==> src/rtl/rx_evt_pkg.sv <==
package rx_evt_pkg;
    localparam int CHAR_W   = 8;
    localparam int MIN_LEN  = 5;
    localparam int MAX_BITS = CHAR_W + 1 + 2;
    localparam int CNT_W    = $clog2(MAX_BITS + 1);
    localparam int NUM_EV   = 4;

    localparam int EV_XON     = 0;
    localparam int EV_BRK     = 1;
    localparam int EV_BRK_END = 2;
    localparam int EV_TERM    = 3;

    typedef enum logic {
        FLOW_HALT = 1'b0,
        FLOW_RUN  = 1'b1
    } flow_t;

    typedef struct packed {
        logic [1:0] len;
        logic       par;
        logic       stop2;
    } fmt_t;

    // bit times of low line that make a break for a given frame format
    function automatic logic [CNT_W-1:0] brk_limit(input fmt_t f);
        logic [CNT_W-1:0] stops;
        stops = f.stop2 ? CNT_W'(2) : CNT_W'(1);
        return CNT_W'(MIN_LEN) + CNT_W'(f.len) + CNT_W'(f.par) + stops;
    endfunction

    // mask keeping only the configured number of data bits
    function automatic logic [CHAR_W-1:0] char_mask(input logic [1:0] len);
        logic [CHAR_W-1:0] m;
        for (int i = 0; i < CHAR_W; i++) begin
            m[i] = (i < MIN_LEN + int'(len));
        end
        return m;
    endfunction
endpackage

==> src/rtl/rx_brk_watch.sv <==
module rx_brk_watch
    import rx_evt_pkg::*;
(
    input  logic             clk,
    input  logic             rst,
    input  logic             line_i,
    input  logic             tick_i,
    input  logic [CNT_W-1:0] limit_i,
    output logic             brk_set_o,
    output logic             brk_end_o
);
    logic [CNT_W-1:0] low_cnt;
    logic             in_brk;

    assign brk_set_o = !line_i && tick_i && !in_brk && (low_cnt == limit_i - CNT_W'(1));
    assign brk_end_o = line_i && in_brk;

    always_ff @(posedge clk) begin
        if (rst) begin
            low_cnt <= '0;
            in_brk  <= 1'b0;
        end else if (line_i) begin
            low_cnt <= '0;
            in_brk  <= 1'b0;
        end else if (tick_i && !in_brk) begin
            if (brk_set_o) begin
                low_cnt <= '0;
                in_brk  <= 1'b1;
            end else begin
                low_cnt <= low_cnt + CNT_W'(1);
            end
        end
    end
endmodule

==> src/rtl/rx_char_match.sv <==
module rx_char_match
    import rx_evt_pkg::*;
(
    input  logic              valid_i,
    input  logic [CHAR_W-1:0] data_i,
    input  logic [1:0]        len_i,
    input  logic [CHAR_W-1:0] xon_i,
    input  logic [CHAR_W-1:0] xoff_i,
    input  logic [CHAR_W-1:0] term_i,
    output logic              xon_hit_o,
    output logic              xoff_hit_o,
    output logic              term_hit_o
);
    logic [CHAR_W-1:0] mask;

    always_comb begin
        mask       = char_mask(len_i);
        xon_hit_o  = valid_i && (((data_i ^ xon_i)  & mask) == '0);
        xoff_hit_o = valid_i && (((data_i ^ xoff_i) & mask) == '0);
        term_hit_o = valid_i && (((data_i ^ term_i) & mask) == '0);
    end
endmodule

==> src/rtl/rx_flow_fsm.sv <==
module rx_flow_fsm
    import rx_evt_pkg::*;
(
    input  logic  clk,
    input  logic  rst,
    input  logic  en_i,
    input  logic  xon_hit_i,
    input  logic  xoff_hit_i,
    output flow_t state_o
);
    always_ff @(posedge clk) begin
        if (rst) begin
            state_o <= FLOW_RUN;
        end else if (en_i) begin
            if (xon_hit_i) begin
                state_o <= FLOW_RUN;
            end else if (xoff_hit_i) begin
                state_o <= FLOW_HALT;
            end
        end
    end
endmodule

==> src/rtl/rx_flag_bank.sv <==
module rx_flag_bank #(
    parameter int N = 4
) (
    input  logic         clk,
    input  logic         rst,
    input  logic [N-1:0] set_i,
    input  logic [N-1:0] ack_i,
    output logic [N-1:0] flag_o
);
    for (genvar k = 0; k < N; k++) begin : g_flag
        always_ff @(posedge clk) begin
            if (rst) begin
                flag_o[k] <= 1'b0;
            end else if (set_i[k]) begin
                flag_o[k] <= 1'b1;
            end else if (ack_i[k]) begin
                flag_o[k] <= 1'b0;
            end
        end
    end
endmodule

==> src/rtl/rx_event_detect.sv <==
module rx_event_detect
    import rx_evt_pkg::*;
(
    input  logic              clk,
    input  logic              rst,
    input  logic              line_i,
    input  logic              baud_tick_i,
    input  logic              char_valid_i,
    input  logic [CHAR_W-1:0] char_data_i,
    input  logic [1:0]        cfg_len_i,
    input  logic              cfg_par_i,
    input  logic              cfg_stop2_i,
    input  logic [CHAR_W-1:0] cfg_xon_i,
    input  logic [CHAR_W-1:0] cfg_xoff_i,
    input  logic [CHAR_W-1:0] cfg_term_i,
    input  logic              cfg_flow_en_i,
    input  logic [NUM_EV-1:0] ack_i,
    output logic [NUM_EV-1:0] irq_o,
    output logic              tx_flow_on_o
);
    fmt_t             fmt;
    logic [CNT_W-1:0] limit;
    logic             brk_set, brk_end;
    logic             xon_hit, xoff_hit, term_hit;
    logic [NUM_EV-1:0] ev_set;
    flow_t            flow;

    always_comb begin
        fmt.len   = cfg_len_i;
        fmt.par   = cfg_par_i;
        fmt.stop2 = cfg_stop2_i;
        limit     = brk_limit(fmt);
    end

    rx_brk_watch u_brk (
        .clk(clk), .rst(rst), .line_i(line_i), .tick_i(baud_tick_i),
        .limit_i(limit), .brk_set_o(brk_set), .brk_end_o(brk_end)
    );

    rx_char_match u_match (
        .valid_i(char_valid_i), .data_i(char_data_i), .len_i(cfg_len_i),
        .xon_i(cfg_xon_i), .xoff_i(cfg_xoff_i), .term_i(cfg_term_i),
        .xon_hit_o(xon_hit), .xoff_hit_o(xoff_hit), .term_hit_o(term_hit)
    );

    rx_flow_fsm u_flow (
        .clk(clk), .rst(rst), .en_i(cfg_flow_en_i),
        .xon_hit_i(xon_hit), .xoff_hit_i(xoff_hit), .state_o(flow)
    );

    always_comb begin
        ev_set             = '0;
        ev_set[EV_XON]     = xon_hit;
        ev_set[EV_BRK]     = brk_set;
        ev_set[EV_BRK_END] = brk_end;
        ev_set[EV_TERM]    = term_hit;
    end

    rx_flag_bank #(.N(NUM_EV)) u_flags (
        .clk(clk), .rst(rst), .set_i(ev_set), .ack_i(ack_i), .flag_o(irq_o)
    );

    assign tx_flow_on_o = (flow == FLOW_RUN);
endmodule

==> config.mk <==
export PLATFORM = sky130hd
export DESIGN_NAME = rx_event_detect
export DESIGN_NICKNAME = d
export VERILOG_FILES = /design/src/rtl/rx_evt_pkg.sv /design/src/rtl/rx_brk_watch.sv /design/src/rtl/rx_char_match.sv /design/src/rtl/rx_flow_fsm.sv /design/src/rtl/rx_flag_bank.sv /design/src/rtl/rx_event_detect.sv
export SDC_FILE = /design/constraint.sdc
export NUM_CORES = 1
export LEC_CHECK = 0
export BUFFER_PORTS_ARGS = -buffer_cell sky130_fd_sc_hd__buf_2
export CORE_AREA = 2 2 60 62
export DETAILED_ROUTE_END_ITERATION = 8
export DIE_AREA = 0 0 62 64
export PLACE_DENSITY = 0.53
export RECOVER_POWER = 50
export SYNTH_ARGS = -nofsm -noshare
export SYNTH_HDL_FRONTEND = slang
export SYNTH_SLANG_ARGS = --single-unit
==> constraint.sdc <==
create_clock -name clk -period 1.85 [get_ports clk]
set_input_delay 0.2775 -clock clk [delete_from_list [all_inputs] [get_ports clk]]
set_output_delay 0.2775 -clock clk [all_outputs]
set_load 0.03 [all_outputs]
# After elaboration in Yosys (flattened, before gate mapping)
# Cells that the tools add are included.
# classes
add_sub_neg	6
n_lt_le_gt_ge	8
n_eq_ne	1
n_mux	12
n_bitwise	6
n_reduce_logical	21
# ops
op	count
< comparator 4 x 32 -> 1 bit, first input constant	4
< comparator 3 x 32 -> 1 bit, first input constant	2
< comparator 2 x 32 -> 1 bit, first input constant	1
AND 8 bit	3
logical NOT 8 bit	3
bitwise XOR 8 bit	3
2-to-1 mux 1 bit	10
nonzero test 2 bit	5
adder 3 x 2 -> 4 bit, first input constant	2
logical AND 1 bit	8
adder 4 x 1 -> 4 bit	1
adder 4 x 1 -> 4 bit, second input constant	1
adder 4 x 2 -> 4 bit	1
== test 4 bit	1
< comparator 1 x 4 -> 1 bit, first input constant	1
2-to-1 mux 4 bit	1
AND reduction 2 bit	2
subtractor 4 x 1 -> 4 bit, second input constant	1
logical NOT 1 bit	2
2-to-1 mux 2 bit	1
OR reduction 2 bit	1
# totals
regBits	10
inputBits	46
out_inout_bits	5
word_cells	61

# Depth between registers and ports, before layout
# logic_depth
word_depth	7
depth_mapped	7
depth_no_buf	7

# By module
# A second synthesis with hierarchy kept.
# unflattened
cells_unflattened	103
area_unflattened_um2	899.6
# by_module_without_submodules
mod	n_inst	cells_each	area_per_inst_um2	seq_area_each_um2
rx_brk_watch	1	35	317.8	100.1
rx_char_match	1	38	299.0	0.0
rx_flag_bank	1	16	140.1	80.1
rx_event_detect	1	11	108.9	0.0
rx_flow_fsm	1	3	33.8	20.0

# Worst setup path before layout
# OpenSTA, ideal clock, no wires.
# synth_path
path_kind	input port to flip-flop
start	in cfg_len_i[0]
end	reg u_flags.flag_o[1]
setup_ns	0.058
arrival_ns	1.794
t_required_ns	1.792
setup_slack_ns	-0.003
stages	6
path_buffers	0
path_cell_list	fa_1 -> fa_1 -> xnor2_1 -> o211ai_2 -> nor3_2 -> o21ba_1
# synth_via
elab_chain_len	7
elab_cells_between_ends	8
classes_between	add/sub (4); eq/ne (1); mux (1); reduce/logical (2)
# synth_rtl
item	line_no	source
from (decl)	rx_event_detect.sv:10	input logic [1:0] cfg_len_i,
adder 3 x 2 -> 4 bit *	rx_evt_pkg.sv:28	return CNT_W'(MIN_LEN) + CNT_W'(f.len) + CNT_W'(f.par) + stops;
adder 4 x 1 -> 4 bit *	rx_evt_pkg.sv:28	
adder 4 x 2 -> 4 bit *	rx_evt_pkg.sv:28	
subtractor 4 x 1 -> 4 bit *	rx_brk_watch.sv:15	assign brk_set_o = !line_i && tick_i && !in_brk && (low_cnt == limit_i - CNT_W'(1));
== test 4 bit *	rx_brk_watch.sv:15	
logical AND 1 bit *	rx_brk_watch.sv:15	
2-to-1 mux 1 bit / nonzero test 2 bit (equally long branches)	--	
to (signal, indexed assignment)	rx_flag_bank.sv:13	flag_o[k] <= 1'b0;
to (signal, indexed assignment)	rx_flag_bank.sv:15	flag_o[k] <= 1'b1;
to (signal, indexed assignment)	rx_flag_bank.sv:17	flag_o[k] <= 1'b0;
to (decl)	rx_flag_bank.sv:8	output logic [N-1:0] flag_o
# Every way passes the cells marked *; elsewhere a longest branch is shown, timed or not.
# A chain may end at the register's enable or synchronous reset.

# Worst setup path in the final report
# Same ends and word-level chain as after synthesis.

==> summary.md <==
| Metric | Value |
|---|---|
| Vias in the first global route | 762 |
| Share of synthesized registers carrying an async set or reset | 0% |
| Vias per Instance | 4.293 |
| Full die area | 0.003968 mm^2 |
| ANT nets after route | 0 |
| Slowest-stage cell, CP | fa_1 |
| First-pass GRT wire length | 3.077 mm |
| Design Area, Final | 0.001157 mm^2 |
| Die X-Extent | 62 um |
| Max Root-Sink Buffers | 2 |
| Initial Utilization | between 20% and 30% |
| Final Hold Viols | 0 |
| Place WS | -0.2340 ns |
| P&R area growth vs syn | 44.98% |
| Worst Skew | 0.005126 ns |
| Clock root buffer master | clkbuf_4 |
| RSZ-0062 raised after global routing | no |
| Placed inst area | 0.001121 mm^2 |
| Min Hold Slack | 0.2680 ns |
| Clock sink total | 10 |
| Least-Margin Pin Slew | roughly 0.40 ns |
| Syn nets | roughly 140 |
| Synthesized cell area | 798.3 um^2 |
| Ys flop type | dfxtp_1 |
| Placement Rows | 21 |
| Post-layout util | 35.24% |
| RePlAce Congestion | around 0.69 |
| Buffers and inverters on the worst path | 1 |
| Post-synth top area cell | xnor2_1 |
| Worst Setup Start Kind | input port |
| Fmax | 0.5626 GHz |
| Final WS setup | 0.07243 ns |
| GR Util All Layers | 10.18% |
| Delay-heaviest family, CP | adder cells |
| Worst skew pair latency | 0.26 ns |
| Arrival @ worst endpoint | 1.99 ns |
| Final wirelength | 2.048 mm |
| Pwr/cell area | 503.7 mW/mm^2 |
| Maxcap violations | 0 |
| Total gr overflow | 0 |
| Clock-pin slew on the worst setup and hold paths | around 0.060 ns |
| Die height | around 64 um |
| Synth Register Bits | 10 |
| Layout cells sized above 1 | a little under two fifths |
| Drt initial violations | 26 |
| Most common cell in the synthesized netlist | xnor2_1 |
| Largest net degree at the start of global routing | 9 |
| Setup crit end kind | register |
| Lkg Pwr | 0.0004800 uW |
| Syn. warnings | 0 |
| Worst hold path class | input port to register |
| CTS buffer count | 3 |
| Post-CTS Hold Buffers | 0 |
| Post-synthesis sequential area ratio | 25.08% |
| Worst EP required | 2.06 ns |
| Library cells used by synthesis | 28 |
| Crit path top cell by count | fa_1 |
| Critical setup path kind | input port to register |
| CP Max Fanout | 4 |
| Setup slack, reg-to-reg | 0.66 ns |
| Ant diodes | 0 |
| CTS HTree Levels | 1 |
| Port bufs | 50 |
| Fill count | roughly 360 |
| Io pins | roughly 50 |
| Per-cell routed wire length | 10.89 um |
| Commonest cells post-synth | xnor2_1 (26), dfxtp_1 (10), nand2_1 (4), nand4_1 (4) |
| Initial antenna violation count | 0 |
| Tmin final | 1.778 ns |
| First-pass DRT Iterations | 4 |
| Cells after Synth | 86 |
| Number of synthesized flops with an enable pin | 0 |
| Rel. slew slack | 73.64% |
| Most area-consuming cells after synthesis | xnor2_1 (29%), dfxtp_1 (25%), fa_1 (5.0%), nand4_1 (3.1%), o211ai_2 (3.1%) |
| Final slew viol count | 0 |
| CP Cell Sequence | buf_2 > fa_1 > fa_1 > xnor2_1 > o211ai_2 > nor3_4 > o21ba_1 |
| Drc violations | 0 |
| Peak supply drop | 0.1550 mV |
| Share of the synthesized area in the top cell type | 28.53% |
| Worst path max stage delay | 0.51 ns |
| Run status | finished clean |
| Final Cycle Share | 96.08% |
| DP Wirelength | 1.753 mm |
| Setup TNS | 0 ns |
| Core area | 0.003284 mm^2 |
| CTS tree | built |
| Number of setup violations in the final report | 0 |
| Final net count | 192 |
| Syn Area/Cell | 9.282 um^2 |
| Vias | between 800 and 900 |
## path summary, 6_finish.rpt
kind	start	endpoint	depth (start not counted)
worst max-delay path	cfg_len_i[0]	u_flags.flag_o[1]	7
worst min-delay path	cfg_flow_en_i	u_flow.state_o	2
worst max register to register	u_brk.low_cnt[2]	u_brk.low_cnt[2]	4
worst min register to register	u_flags.flag_o[2]	u_flags.flag_o[2]	2
## per-layer routing
layer,vias to the layer above,wire length [um],global-route usage (%)
li1,416,-,-
met1,356,901,12.29
met2,31,949,16.54
met3,4,159,1.619
met4,0,38,5.585
met5,-,0,0
## layout make-up
class	instances	area, um^2	area share [%]
clock buffers	4	36.28	3.135
inverters	3	11.26	0.9730
multi-input cells	73	593.1	51.24
flip-flops and latches	10	200.2	17.30
well taps	46	57.56	4.973
repair buffers	52	259.0	22.38
## metrics by stage
step / instances / total power (uW)
after global routing: 188 / 615.0
after floorplan: 86 / 308.6
after detailed placement: 184 / 391.4
final: 188 / 582.9
after CTS: 188 / 590.3
after global placement: 184 / 391.6
## report_power, final
part	internal (uW)	switching [uW]	leakage, uW
combinational	93.9	76.0	0.000378
sequential	217	2.04	0.0000807
clock	119	74.7	0.0000210
total	430	153	0.000480
## placed cells by master (no fill, tap or decap), types with 3 or more instances in the layout
| master | count |
|---|---|
| clkbuf_1 | 5 |
| o211ai_1 | 3 |
| nand2b_1 | 3 |
| dfxtp_1 | 10 |
| nand2_1 | 4 |
| nand4_1 | 4 |
| clkbuf_4 | 3 |
| nor2b_1 | 3 |
| inv_1 | 3 |
| buf_2 | 45 |
| xnor2_1 | 26 |
## flip-flops by register name (all words and copies together), names as in the netlist
register and count:
u_flow.state_o 1, u_brk.in_brk 1, u_brk.low_cnt 4, u_flags.flag_o 4
## timing repair
action,4_1_cts,5_1_grt
gates resized for setup,0,1
setup endpoints to repair,0,4
setup buffers,0,0
hold endpoints to repair,0,0
## cell families after synthesis
family | Yosys count | synth area share, %
AND/OR/NAND/NOR | 22 | 16.30
flip-flops | 10 | 25.08
XOR/XNOR | 28 | 30.72
AO/OA/AOI/OAI | 20 | 19.90
buffers and inverters | 3 | 1.411
adder cells (fa/ha/maj) | 3 | 6.583
Note: power is estimated with default switching activity, not from simulation.
